--- src/rtl/adc_cap_pkg.sv ---
package adc_cap_pkg;
  localparam int RATE_W   = 2;
  localparam int DEC_W    = 4;
  localparam int DLOG_W   = 3;
  localparam int DEC_MAXC = 8;

  typedef enum logic [1:0] {
    ST_IDLE = 2'd0,
    ST_WAIT = 2'd1,
    ST_RUN  = 2'd2,
    ST_DONE = 2'd3
  } cap_state_e;

  // control word layout, LSB first: rate, decimation, single, ext enable, irq enable
  typedef struct packed {
    logic              irq_en;
    logic              ext_en;
    logic              single;
    logic [DEC_W-1:0]  dec_code;
    logic [RATE_W-1:0] rate_sel;
  } cap_ctrl_t;

  function automatic logic [DLOG_W-1:0] dec_log(input logic [DEC_W-1:0] code);
    if (code == '0)
      return '0;
    else if (int'(code) > DEC_MAXC)
      return DLOG_W'(DEC_MAXC - 1);
    else
      return DLOG_W'(code - 1'b1);
  endfunction
endpackage

--- src/rtl/cap_rate_gen.sv ---
module cap_rate_gen #(
  parameter int SEL_W = 2
) (
  input  logic             clk,
  input  logic             rst_n,
  input  logic             clear,
  input  logic             run,
  input  logic [SEL_W-1:0] rate_sel,
  output logic             tick
);
  localparam int CNT_W = (1 << SEL_W) - 1;

  logic [CNT_W-1:0] cnt;
  logic [CNT_W-1:0] lim;

  always_comb begin
    lim = '0;
    for (int i = 0; i < CNT_W; i++)
      lim[i] = (i < int'(rate_sel));
  end

  always_ff @(posedge clk) begin
    if (!rst_n || clear)
      cnt <= '0;
    else if (run)
      cnt <= (cnt == lim) ? '0 : cnt + 1'b1;
  end

  assign tick = run && (cnt == '0);
endmodule

--- src/rtl/cap_decim.sv ---
module cap_decim #(
  parameter int CODE_W = 12,
  parameter int LAT    = 4,
  parameter int DLOG_W = 3
) (
  input  logic              clk,
  input  logic              rst_n,
  input  logic              clear,
  input  logic              tick,
  input  logic [DLOG_W-1:0] dlog,
  input  logic [CODE_W-1:0] ch1_in,
  input  logic [CODE_W-1:0] ch2_in,
  output logic              smp_valid,
  output logic [CODE_W-1:0] smp1,
  output logic [CODE_W-1:0] smp2
);
  localparam int PH_W  = (1 << DLOG_W) - 1;
  localparam int LAT_W = $clog2(LAT + 1);

  logic [LAT_W-1:0] lat_cnt;
  logic [PH_W-1:0]  phase;
  logic [PH_W-1:0]  ph_lim;
  logic             lat_done;

  always_comb begin
    ph_lim = '0;
    for (int i = 0; i < PH_W; i++)
      ph_lim[i] = (i < int'(dlog));
  end

  assign lat_done = (lat_cnt == LAT_W'(LAT));

  always_ff @(posedge clk) begin
    if (!rst_n || clear) begin
      lat_cnt <= '0;
      phase   <= '0;
    end else if (tick) begin
      if (!lat_done)
        lat_cnt <= lat_cnt + 1'b1;
      else
        phase <= (phase == ph_lim) ? '0 : phase + 1'b1;
    end
  end

  assign smp_valid = tick && lat_done && (phase == '0);
  assign smp1      = ch1_in;
  assign smp2      = ch2_in;
endmodule

--- src/rtl/cap_packer.sv ---
module cap_packer #(
  parameter int ADDR_W = 20,
  parameter int CODE_W = 12,
  parameter int DATA_W = 32
) (
  input  logic              clk,
  input  logic              rst_n,
  input  logic              clear,
  input  logic [ADDR_W-1:0] top,
  input  logic              single,
  input  logic              smp_valid,
  input  logic [CODE_W-1:0] smp1,
  input  logic [CODE_W-1:0] smp2,
  output logic              wr_en,
  output logic [ADDR_W-1:0] wr_addr,
  output logic [DATA_W-1:0] wr_data,
  output logic              last
);
  localparam int HI_LSB = DATA_W / 2;

  logic [ADDR_W-1:0] addr;
  logic              half_full;
  logic [CODE_W-1:0] hold;
  logic              emit;
  logic [CODE_W-1:0] lo_code;
  logic [CODE_W-1:0] hi_code;
  logic [DATA_W-1:0] word;

  assign emit = smp_valid && (!single || half_full);
  assign last = emit && (addr == '0);

  always_comb begin
    lo_code = single ? hold : smp1;
    hi_code = single ? smp1 : smp2;
    word    = '0;
    word[CODE_W-1:0]        = lo_code;
    word[HI_LSB +: CODE_W]  = hi_code;
  end

  always_ff @(posedge clk) begin
    if (!rst_n) begin
      addr      <= '0;
      half_full <= 1'b0;
      hold      <= '0;
      wr_en     <= 1'b0;
      wr_addr   <= '0;
      wr_data   <= '0;
    end else if (clear) begin
      addr      <= top;
      half_full <= 1'b0;
      wr_en     <= 1'b0;
    end else begin
      wr_en <= emit;
      if (emit) begin
        wr_addr <= addr;
        wr_data <= word;
        addr    <= addr - 1'b1;
      end
      if (smp_valid && single) begin
        half_full <= !half_full;
        if (!half_full)
          hold <= smp1;
      end
    end
  end
endmodule

--- src/rtl/adc_capture_seq.sv ---
module adc_capture_seq
  import adc_cap_pkg::*;
#(
  parameter int ADDR_W = 20,
  parameter int CODE_W = 12,
  parameter int DATA_W = 32,
  parameter int HOST_W = 32,
  parameter int LAT    = 4
) (
  input  logic              clk,
  input  logic              rst_n,
  input  logic              host_wr_en,
  input  logic              host_wr_addr,
  input  logic [HOST_W-1:0] host_wr_data,
  output logic [HOST_W-1:0] host_status,
  input  logic              host_buf_rd,
  input  logic              ext_start,
  output logic              adc_conv_en,
  input  logic [CODE_W-1:0] adc_ch1,
  input  logic [CODE_W-1:0] adc_ch2,
  output logic              mem_wr_en,
  output logic [ADDR_W-1:0] mem_wr_addr,
  output logic [DATA_W-1:0] mem_wr_data,
  output logic              irq
);
  localparam int CTRL_W = $bits(cap_ctrl_t);

  cap_state_e        state;
  cap_ctrl_t         ctrl_q;
  logic [ADDR_W-1:0] top_q;
  logic [ADDR_W-1:0] top_src;
  logic              ext_q;
  logic              arm_wr;
  logic              ctrl_wr;
  logic              ext_rise;
  logic              trig_start;
  logic              clear;
  logic              run;
  logic              tick;
  logic              smp_valid;
  logic [CODE_W-1:0] smp1;
  logic [CODE_W-1:0] smp2;
  logic              last;
  logic [RATE_W-1:0] rate_sel;

  assign arm_wr     = host_wr_en && host_wr_addr;
  assign ctrl_wr    = host_wr_en && !host_wr_addr;
  assign ext_rise   = ext_start && !ext_q;
  assign trig_start = (state == ST_WAIT) && ext_rise && !arm_wr;
  assign clear      = arm_wr || trig_start;
  assign run        = (state == ST_RUN);
  assign top_src    = arm_wr ? host_wr_data[ADDR_W-1:0] : top_q;
  assign rate_sel   = ctrl_q.rate_sel;

  always_ff @(posedge clk) begin
    if (!rst_n) begin
      state  <= ST_IDLE;
      ctrl_q <= '0;
      top_q  <= '0;
      ext_q  <= 1'b0;
      irq    <= 1'b0;
    end else begin
      ext_q <= ext_start;
      if (ctrl_wr)
        ctrl_q <= cap_ctrl_t'(host_wr_data[CTRL_W-1:0]);
      if (arm_wr) begin
        top_q <= host_wr_data[ADDR_W-1:0];
        state <= ctrl_q.ext_en ? ST_WAIT : ST_RUN;
        irq   <= 1'b0;
      end else begin
        unique case (state)
          ST_WAIT: if (ext_rise) state <= ST_RUN;
          ST_RUN:  if (last) state <= ST_DONE;
          default: ;
        endcase
        if (last && ctrl_q.irq_en)
          irq <= 1'b1;
        else if (host_buf_rd)
          irq <= 1'b0;
      end
    end
  end

  assign host_status = HOST_W'(state != ST_DONE);

  cap_rate_gen #(
    .SEL_W(RATE_W)
  ) u_rate (
    .clk(clk),
    .rst_n(rst_n),
    .clear(clear),
    .run(run),
    .rate_sel(ctrl_q.rate_sel),
    .tick(tick)
  );

  cap_decim #(
    .CODE_W(CODE_W),
    .LAT(LAT),
    .DLOG_W(DLOG_W)
  ) u_decim (
    .clk(clk),
    .rst_n(rst_n),
    .clear(clear),
    .tick(tick),
    .dlog(dec_log(ctrl_q.dec_code)),
    .ch1_in(adc_ch1),
    .ch2_in(adc_ch2),
    .smp_valid(smp_valid),
    .smp1(smp1),
    .smp2(smp2)
  );

  cap_packer #(
    .ADDR_W(ADDR_W),
    .CODE_W(CODE_W),
    .DATA_W(DATA_W)
  ) u_pack (
    .clk(clk),
    .rst_n(rst_n),
    .clear(clear),
    .top(top_src),
    .single(ctrl_q.single),
    .smp_valid(smp_valid && !clear),
    .smp1(smp1),
    .smp2(smp2),
    .wr_en(mem_wr_en),
    .wr_addr(mem_wr_addr),
    .wr_data(mem_wr_data),
    .last(last)
  );

  assign adc_conv_en = tick;
endmodule

--- config.mk ---
export PLATFORM = sky130hd
export DESIGN_NAME = adc_capture_seq
export DESIGN_NICKNAME = d
export VERILOG_FILES = /design/src/rtl/adc_cap_pkg.sv /design/src/rtl/cap_rate_gen.sv /design/src/rtl/cap_decim.sv /design/src/rtl/cap_packer.sv /design/src/rtl/adc_capture_seq.sv
export SDC_FILE = /design/constraint.sdc
export NUM_CORES = 1
export LEC_CHECK = 0
export BUFFER_PORTS_ARGS = -buffer_cell sky130_fd_sc_hd__buf_2
export CAP_MARGIN = 5
export CORE_MARGIN = 8
export CORE_UTILIZATION = 25
export CTS_BUF_LIST = sky130_fd_sc_hd__clkbuf_4 sky130_fd_sc_hd__clkbuf_8 sky130_fd_sc_hd__clkbuf_16
export CTS_CLUSTER_DIAMETER = 200
export DETAILED_ROUTE_END_ITERATION = 12
export PLACE_DENSITY = 0.52
export SLEW_MARGIN = 20
export SYNTH_ARGS = -nofsm -noshare
export SYNTH_HDL_FRONTEND = slang
export SYNTH_SLANG_ARGS = --single-unit
--- constraint.sdc ---
create_clock -name clk -period 4 [get_ports clk]
set_input_delay 1 -clock clk [delete_from_list [all_inputs] [get_ports clk]]
set_output_delay 1 -clock clk [all_outputs]
set_load 0.005 [all_outputs]
== Yosys cells after proc, flatten, opt, wreduce, memory -nomap -nowiden ==
Index checks and enable logic that the tools add are counted.

* Logic and storage cells: 99
* Input bits: 62
* Flip-flop bits (word level): 124
* Output and inout bits: 87

* Bitwise operators: 4
* Mux-type cells: 16
* Magnitude comparators: 11
* Eq/ne operators: 8
* Reduce and logical (&&, ||, !) cells: 37
* Add/subtract/negate cells: 5

{| class="wikitable"
|+ Operators by type and width
! operator !! count
|-
| $mux W20 || 3
|-
| $mux W12 || 2
|-
| $logic_not A20 Y1 || 1
|-
| $sub A20 B1 Y20 const B || 1
|-
| $logic_and A1 B1 Y1 || 13
|-
| $lt A3 B3 Y1 const A || 3
|-
| $mux W3 || 3
|-
| $mux W2 || 4
|-
| $add A7 B1 Y7 const B || 1
|-
| $eq A7 B7 Y1 || 1
|-
| $logic_not A1 Y1 || 7
|-
| $logic_not A7 Y1 || 1
|-
| $mux W7 || 1
|-
| $add A3 B1 Y3 const B || 2
|-
| $lt A1 B3 Y1 const A || 2
|-
| $lt A2 B3 Y1 const A || 2
|-
| $ne A3 B3 Y1 const B || 2
|-
| $reduce_and A2 Y1 || 3
|-
| $reduce_and A3 Y1 || 2
|-
| $gt A4 B4 Y1 const B || 1
|-
| $logic_not A4 Y1 || 1
|-
| $lt A1 B2 Y1 const A || 2
|-
| $not A1 Y1 || 4
|-
| $pmux W2 S2 || 1
|-
| other kinds (13) || 18
|}

== Depth between registers and ports, before layout ==
* Depth after elaboration: 12
* Depth in mapped cells: 10
* Mapped depth without buffers: 7

== Cells and area by module ==
From an unflattened synthesis, not the netlist that was laid out.

* Cells, all modules: 709
* Area total of the unflattened synthesis: 6157.2 um2

{| class="wikitable"
|+ Modules (own cells, without submodules)
! module !! area each (um2) !! instances !! sequential area each (um2) !! cells each
|-
| cap_packer || 3407.0 || 1 || 1561.5 || 406
|-
| adc_capture_seq || 1631.6 || 1 || 660.6 || 166
|-
| cap_decim || 894.6 || 1 || 200.2 || 112
|-
| cap_rate_gen || 224.0 || 1 || 60.1 || 25
|}

== Worst setup path before layout ==
No wires, ideal clock.

* Path type: input-to-reg
* Start: input host_wr_en
* End: register u_pack.addr[11]
* Setup slack: 1.844 ns
* Stages on the path: 5
* Data required time: 3.884 ns
* Library setup time: 0.116 ns
* Arrival: 2.039 ns
* Buffers on the path: 1
* Path through: nand2_1 > buf_1 > mux2i_1 > nand2_1 > o211a_1

* Word-level cells in the longest chain between the ends: 8
* Elaborated cells between the ends (all ways): 10
* Classes of those cells: mux: 2; reduce/logical: 8

{| class="wikitable"
|+ Ends and longest elaborated chain
! element !! RTL line !! text
|-
| start: declaration || adc_capture_seq.sv:12 || <nowiki>input logic host_wr_en,</nowiki>
|-
| $logic_and A1 B1 Y1 * || adc_capture_seq.sv:46 || <nowiki>assign arm_wr = host_wr_en && host_wr_addr;</nowiki>
|-
| $logic_not A1 Y1 || adc_capture_seq.sv:49 || <nowiki>assign trig_start = (state == ST_WAIT) && ext_rise && !arm_wr;</nowiki>
|-
| $logic_and A1 B1 Y1 || adc_capture_seq.sv:49 ||
|-
| $logic_or A1 B1 Y1 || adc_capture_seq.sv:50 || <nowiki>assign clear = arm_wr || trig_start;</nowiki>
|-
| $logic_not A1 Y1 || adc_capture_seq.sv:124 || <nowiki>.smp_valid(smp_valid && !clear),</nowiki>
|-
| $logic_and A1 B1 Y1 || adc_capture_seq.sv:124 ||
|-
| $logic_and A1 B1 Y1 || cap_packer.sv:29 || <nowiki>assign emit = smp_valid && (!single || half_full);</nowiki>
|-
| $reduce_bool A2 Y1 (no line) || n/a ||
|-
| end signal: assignment || cap_packer.sv:49 || <nowiki>addr <= top;</nowiki>
|-
| end signal: assignment || cap_packer.sv:57 || <nowiki>addr <= addr - 1'b1;</nowiki>
|-
| end: declaration || cap_packer.sv:21 || <nowiki>logic [ADDR_W-1:0] addr;</nowiki>
|}

Mark *: on every way between the ends. The rest lies on a longest branch, timed or not.
A chain may end at the register's enable or synchronous reset.

== Final worst setup path ==
* Start: register u_rate.cnt[0]
* End: register u_pack.wr_data[9]

* Word-level cells in the longest chain between the ends: 7

{| class="wikitable"
|+ Ends and longest elaborated chain
! element !! RTL line !! text
|-
| start: declaration || cap_rate_gen.sv:13 || <nowiki>logic [CNT_W-1:0] cnt;</nowiki>
|-
| start signal: assignment || cap_rate_gen.sv:26 || <nowiki>cnt <= (cnt == lim) ? '0 : cnt + 1'b1;</nowiki>
|-
| $logic_not A3 Y1 || cap_rate_gen.sv:29 || <nowiki>assign tick = run && (cnt == '0);</nowiki>
|-
| $logic_and A1 B1 Y1 || cap_rate_gen.sv:29 ||
|-
| $logic_and A1 B1 Y1 (2 in a row) || cap_decim.sv:45 || <nowiki>assign smp_valid = tick && lat_done && (phase == '0);</nowiki>
|-
| $logic_and A1 B1 Y1 || adc_capture_seq.sv:124 ||
|-
| $logic_and A1 B1 Y1 || cap_packer.sv:29 ||
|-
| $reduce_and A2 Y1 (no line) || n/a ||
|-
| end signal: assignment || cap_packer.sv:56 || <nowiki>wr_data <= word;</nowiki>
|-
| end: declaration || cap_packer.sv:16 || <nowiki>output logic [DATA_W-1:0] wr_data,</nowiki>
|}

Every way passes these cells.

==> qor_table.md <==
| Group | Quantity | Reported |
|:---|:---|:---|
| timing | Post-route clock period utilization | 0.670 |
| worst setup path | Cell at the slowest stage of the critical path | sky130_fd_sc_hd__and3_2 |
| clocking | Clock-pin slew on the worst setup and hold paths | 0.06 ns |
| cells and area | Register Area | 0.00248 mm^2 |
| worst setup path | Setup slack, reg-to-reg | 1.32 ns |
| synthesis | Post-synthesis sequential area ratio | 0.400 |
| cells and area | Synth-to-Final Area Change | 18.1% |
| cells and area | Layout cells sized above 1 | 0.182 |
| worst setup path | Worst reg2reg path startpoint | u_rate.cnt[0] |
| clocking | H-tree depth | 4 |
| floorplanning | Number of ports placed on the die boundary | 149 |
| run | Maximum capacitance violations | 0 |
| timing | Hold Violations, Final | 0 |
| floorplanning | Effective utilization at floorplan | 0.255 |
| hold path | Worst min-delay path endpoint | u_pack.wr_addr[15] |
| synthesis | Number of flip-flops and latches in the synthesized netlist | 124 |
| global routing | Antenna violations before repair | 5 |
| worst setup path | Critical path fanouts, max | 50 |
| synthesis | Synth top area cells | sky130_fd_sc_hd__dfxtp_1 40%, sky130_fd_sc_hd__nand2_1 9.4%, sky130_fd_sc_hd__a21boi_0 6.1% |
| clocking | Number of clock sinks | 124 |
| global routing | Wire length of the first global-routing pass | 27.0 mm |
| timing | Final slew viol count | 0 |
| drt | DRC violation count after routing | 0 |
| worst setup path | Sort of element at the start of the critical path | flip-flop |
| clocking | Clock buffers created by TritonCTS | 17 |
| cells and area | Post-layout utilization of the core | 0.301 |
| synthesis | Avg Synthesized Cell Area | 8.67 um^2 |
| hold path | Source of the worst hold timing path | u_pack.wr_addr[15] |
| floorplanning | X dimension of the die | 173 um |
| clocking | Max Root-Sink Buffers | 2 |
| drt | Antenna Nets Post-Route | 0 |
| synthesis | Netlist cell types | 60 |
| pwr | Pwr/cell area | 416 mW/mm^2 |
| placed design | Placer Congestion | 0.744 |
| worst setup path | Crit path required time | 4.31 ns |
| synthesis | Synth warnings | 0 |
| clocking | Hold-fix buffers, CTS | 0 |
| worst setup path | Worst R2R Path Depth | 8 |
| worst setup path | Largest stage delay on the critical path | 0.56 ns |
| global routing | Via count of the first global-routing pass | 4,946 |
| timing | RSZ-0062 raised after global routing | no |
| drt | Mean number of vias per cell | 4.50 |
| timing | Setup TNS after final layout | 0 ns |
| synthesis | Cell area after synthesis | 0.00620 mm^2 |
| cells and area | Fin nets | 860 |
| clocking | Post-CTS setup buffers | 0 |
| global routing | Global route total overflow | 0 |
| pwr | Overall power consumption | 3.05 mW |
| pwr | Static leakage | 3.23 nW |
| timing | Final setup violation count | 0 |
| global routing | Maximum number of pins on one net before global-route repair | 68 |
| cells and area | Area used by multi-input combinational logic | 0.00328 mm^2 |
| worst setup path | Largest delay contributor family on the critical path | simple AND/OR/NAND/NOR gates |
| synthesis | Dominant cell type by area after synthesis | sky130_fd_sc_hd__dfxtp_1 |
| worst setup path | Arrival time at the worst endpoint | 2.99 ns |
| drt | Post-detailed-routing wire length | 16.5 mm |
| timing | Actual transition at the worst max-transition pin | 0.959 ns |
| clocking | Buffer type at the clock tree root | sky130_fd_sc_hd__clkbuf_16 |
| timing | Headroom to the max-slew limit | 0.360 |
| hold path | Worst hold path type | flip-flop to flip-flop |
| clocking | CTS tree | yes |
| synthesis | Most common cell in the synthesized netlist | sky130_fd_sc_hd__nand2_1 |
| floorplanning | Row count | 57 |
| worst setup path | Element type at the critical path end | flip-flop |
| floorplanning | Y dimension of the die | 173 um |
| placed design | DP Wirelength | 11.6 mm |
| worst setup path | Crit Path Class | flip-flop to flip-flop |
| clocking | Cts repair resizes | 0 |
| drt | Routed len/inst | 14.7 um |
| drt | Number of violations reported at the end of detailed-routing iteration 0 | 268 |
| timing | Maximum frequency from static timing analysis | 0.373 GHz |
| synthesis | Post-synth top cells | 155 x sky130_fd_sc_hd__nand2_1, 124 x sky130_fd_sc_hd__dfxtp_1, 50 x sky130_fd_sc_hd__a21boi_0 |
| clocking | Clock latency reported for the late side of the worst-skew pair | 0.42 ns |
| timing | Final critical delay including setup and external delays | 2.68 ns |
| synthesis | Main synth FF type | sky130_fd_sc_hd__dfxtp_1 |
| run status | Result of the run | finished, final reports clean |
| floorplanning | Die Area | 0.0301 mm^2 |
| global routing | All-Layer GR Usage | 0.111 |
| synthesis | Post-synth EDFFs | 0 |
| drt | Number of vias after detailed routing | 5,067 |
| hold path | Hold Crit Depth | 2 |
| placed design | Number of input and output port buffers inserted | 97 |
| worst setup path | FF-to-FF End | u_pack.wr_data[9] |
| worst setup path | Worst path cell trace | inv_1 > ha_1 > and4bb_1 > and4_4 > and3_2 > buf_12 > nand2_1 > o211a_1 |
| timing | Worst Clk Skew | 0.00673 ns |
| synthesis | Instance count of the mapped netlist | 715 |
| drt | Detailed-router iteration count before antenna repair | 5 |
| synthesis | Area share of the largest cell type after synthesis | 0.400 |
| cells and area | Filler cell count | 2,639 |
| worst setup path | Worst path buffer plus inverter count | 2 |
| pwr | Peak supply drop | 0.301 mV |
| synthesis | FFs w/ async S/R, synth | 0 |
| floorplanning | Core Footprint | 0.0243 mm^2 |
-- per-layer routing --
metal	global-route usage	wire, um	vias to the layer above
met5	0	49	-
met4	0.0377	235	8
li1	-	-	2556
met3	0.0470	1180	25
met1	0.142	7920	2347
met2	0.163	7150	131
-- sequential cells by signal (all words and copies together), names as in the netlist, 2 cells and up --
register and flops:
state 2, rate_sel 2, u_decim.lat_cnt 3, u_pack.wr_addr 20, u_rate.cnt 3, u_pack.addr 20, u_pack.hold 12, u_decim.phase 7
top_q 20, ctrl_q 7, u_pack.wr_data 24
-- power by group --
group | leakage, nW | internal (mW) | switching (mW)
clock | 0.275 | 0.895 | 0.576
sequential | 1.01 | 1.27 | 0.0309
combinational | 1.95 | 0.111 | 0.169
-- stage by stage --
stage	cells	hold slack, ns	area [um^2]	setup WS [ns]
finish	1127	0.457	7320	1.32
global route	1127	0.475	7320	1.09
CTS	1126	0.463	7320	1.32
detailed placement	1094	0.457	6760	1.12
global placement	1094	0.448	6760	1.12
floorplan	753	0.441	6340	1.84
-- worst max-delay path by stage --
stage | from | endpoint | slack [ns] | depth (start not counted)
6_report | u_rate.cnt[0] | u_pack.wr_data[9] | 1.32 | 8
5_1_grt | u_rate.cnt[0] | u_pack.wr_addr[10] | 1.09 | 7
4_1_cts | u_rate.cnt[0] | u_pack.wr_data[9] | 1.32 | 8
3_5_place_dp | host_wr_en | u_pack.wr_addr[19] | 1.12 | 7
3_3_place_gp | host_wr_en | state[1] | 1.12 | 5
2_1_floorplan | host_wr_en | u_pack.addr[11] | 1.84 | 5
-- worst min-delay path: stages, from the launching register on --
cell and delay, ns:
sky130_fd_sc_hd__dfxtp_1 0.30, sky130_fd_sc_hd__nand2_1 0.04, sky130_fd_sc_hd__a21boi_0 0.06
-- cells in the final DEF (no fill, tap or decap), drive strengths merged, types with 15 or more instances in the layout --
master	count
nor2b	15
mux2i	35
dfxtp	124
nand2	155
buf	103
conb	39
a21boi	50
clkbuf	21
nand3	22
nand4	15
nor2	26
o211a	29
-- area by class of cell --
| class | instances | share of cell area |
|---|---|---|
| Clock inverter | 11 | 0.0130 |
| Tap cell | 324 | 0.0554 |
| Multi-Input combinational cell | 530 | 0.447 |
| Antenna cell | 1 | 0.000342 |
| Clock buffer | 21 | 0.0639 |
| Sequential cell | 124 | 0.339 |
| Timing Repair Buffer | 103 | 0.0742 |
| Inverter | 13 | 0.00667 |
-- kinds of logic after synthesis --
group / synth area share
mux: 0.0565
fa+ha+maj: 0.0182
compound gates: 0.171
flops: 0.400
buf+inv: 0.0944
other cells: 0.000605
xor+xnor: 0.0353
simple gates: 0.224
Power figures use the tool's default switching activity.
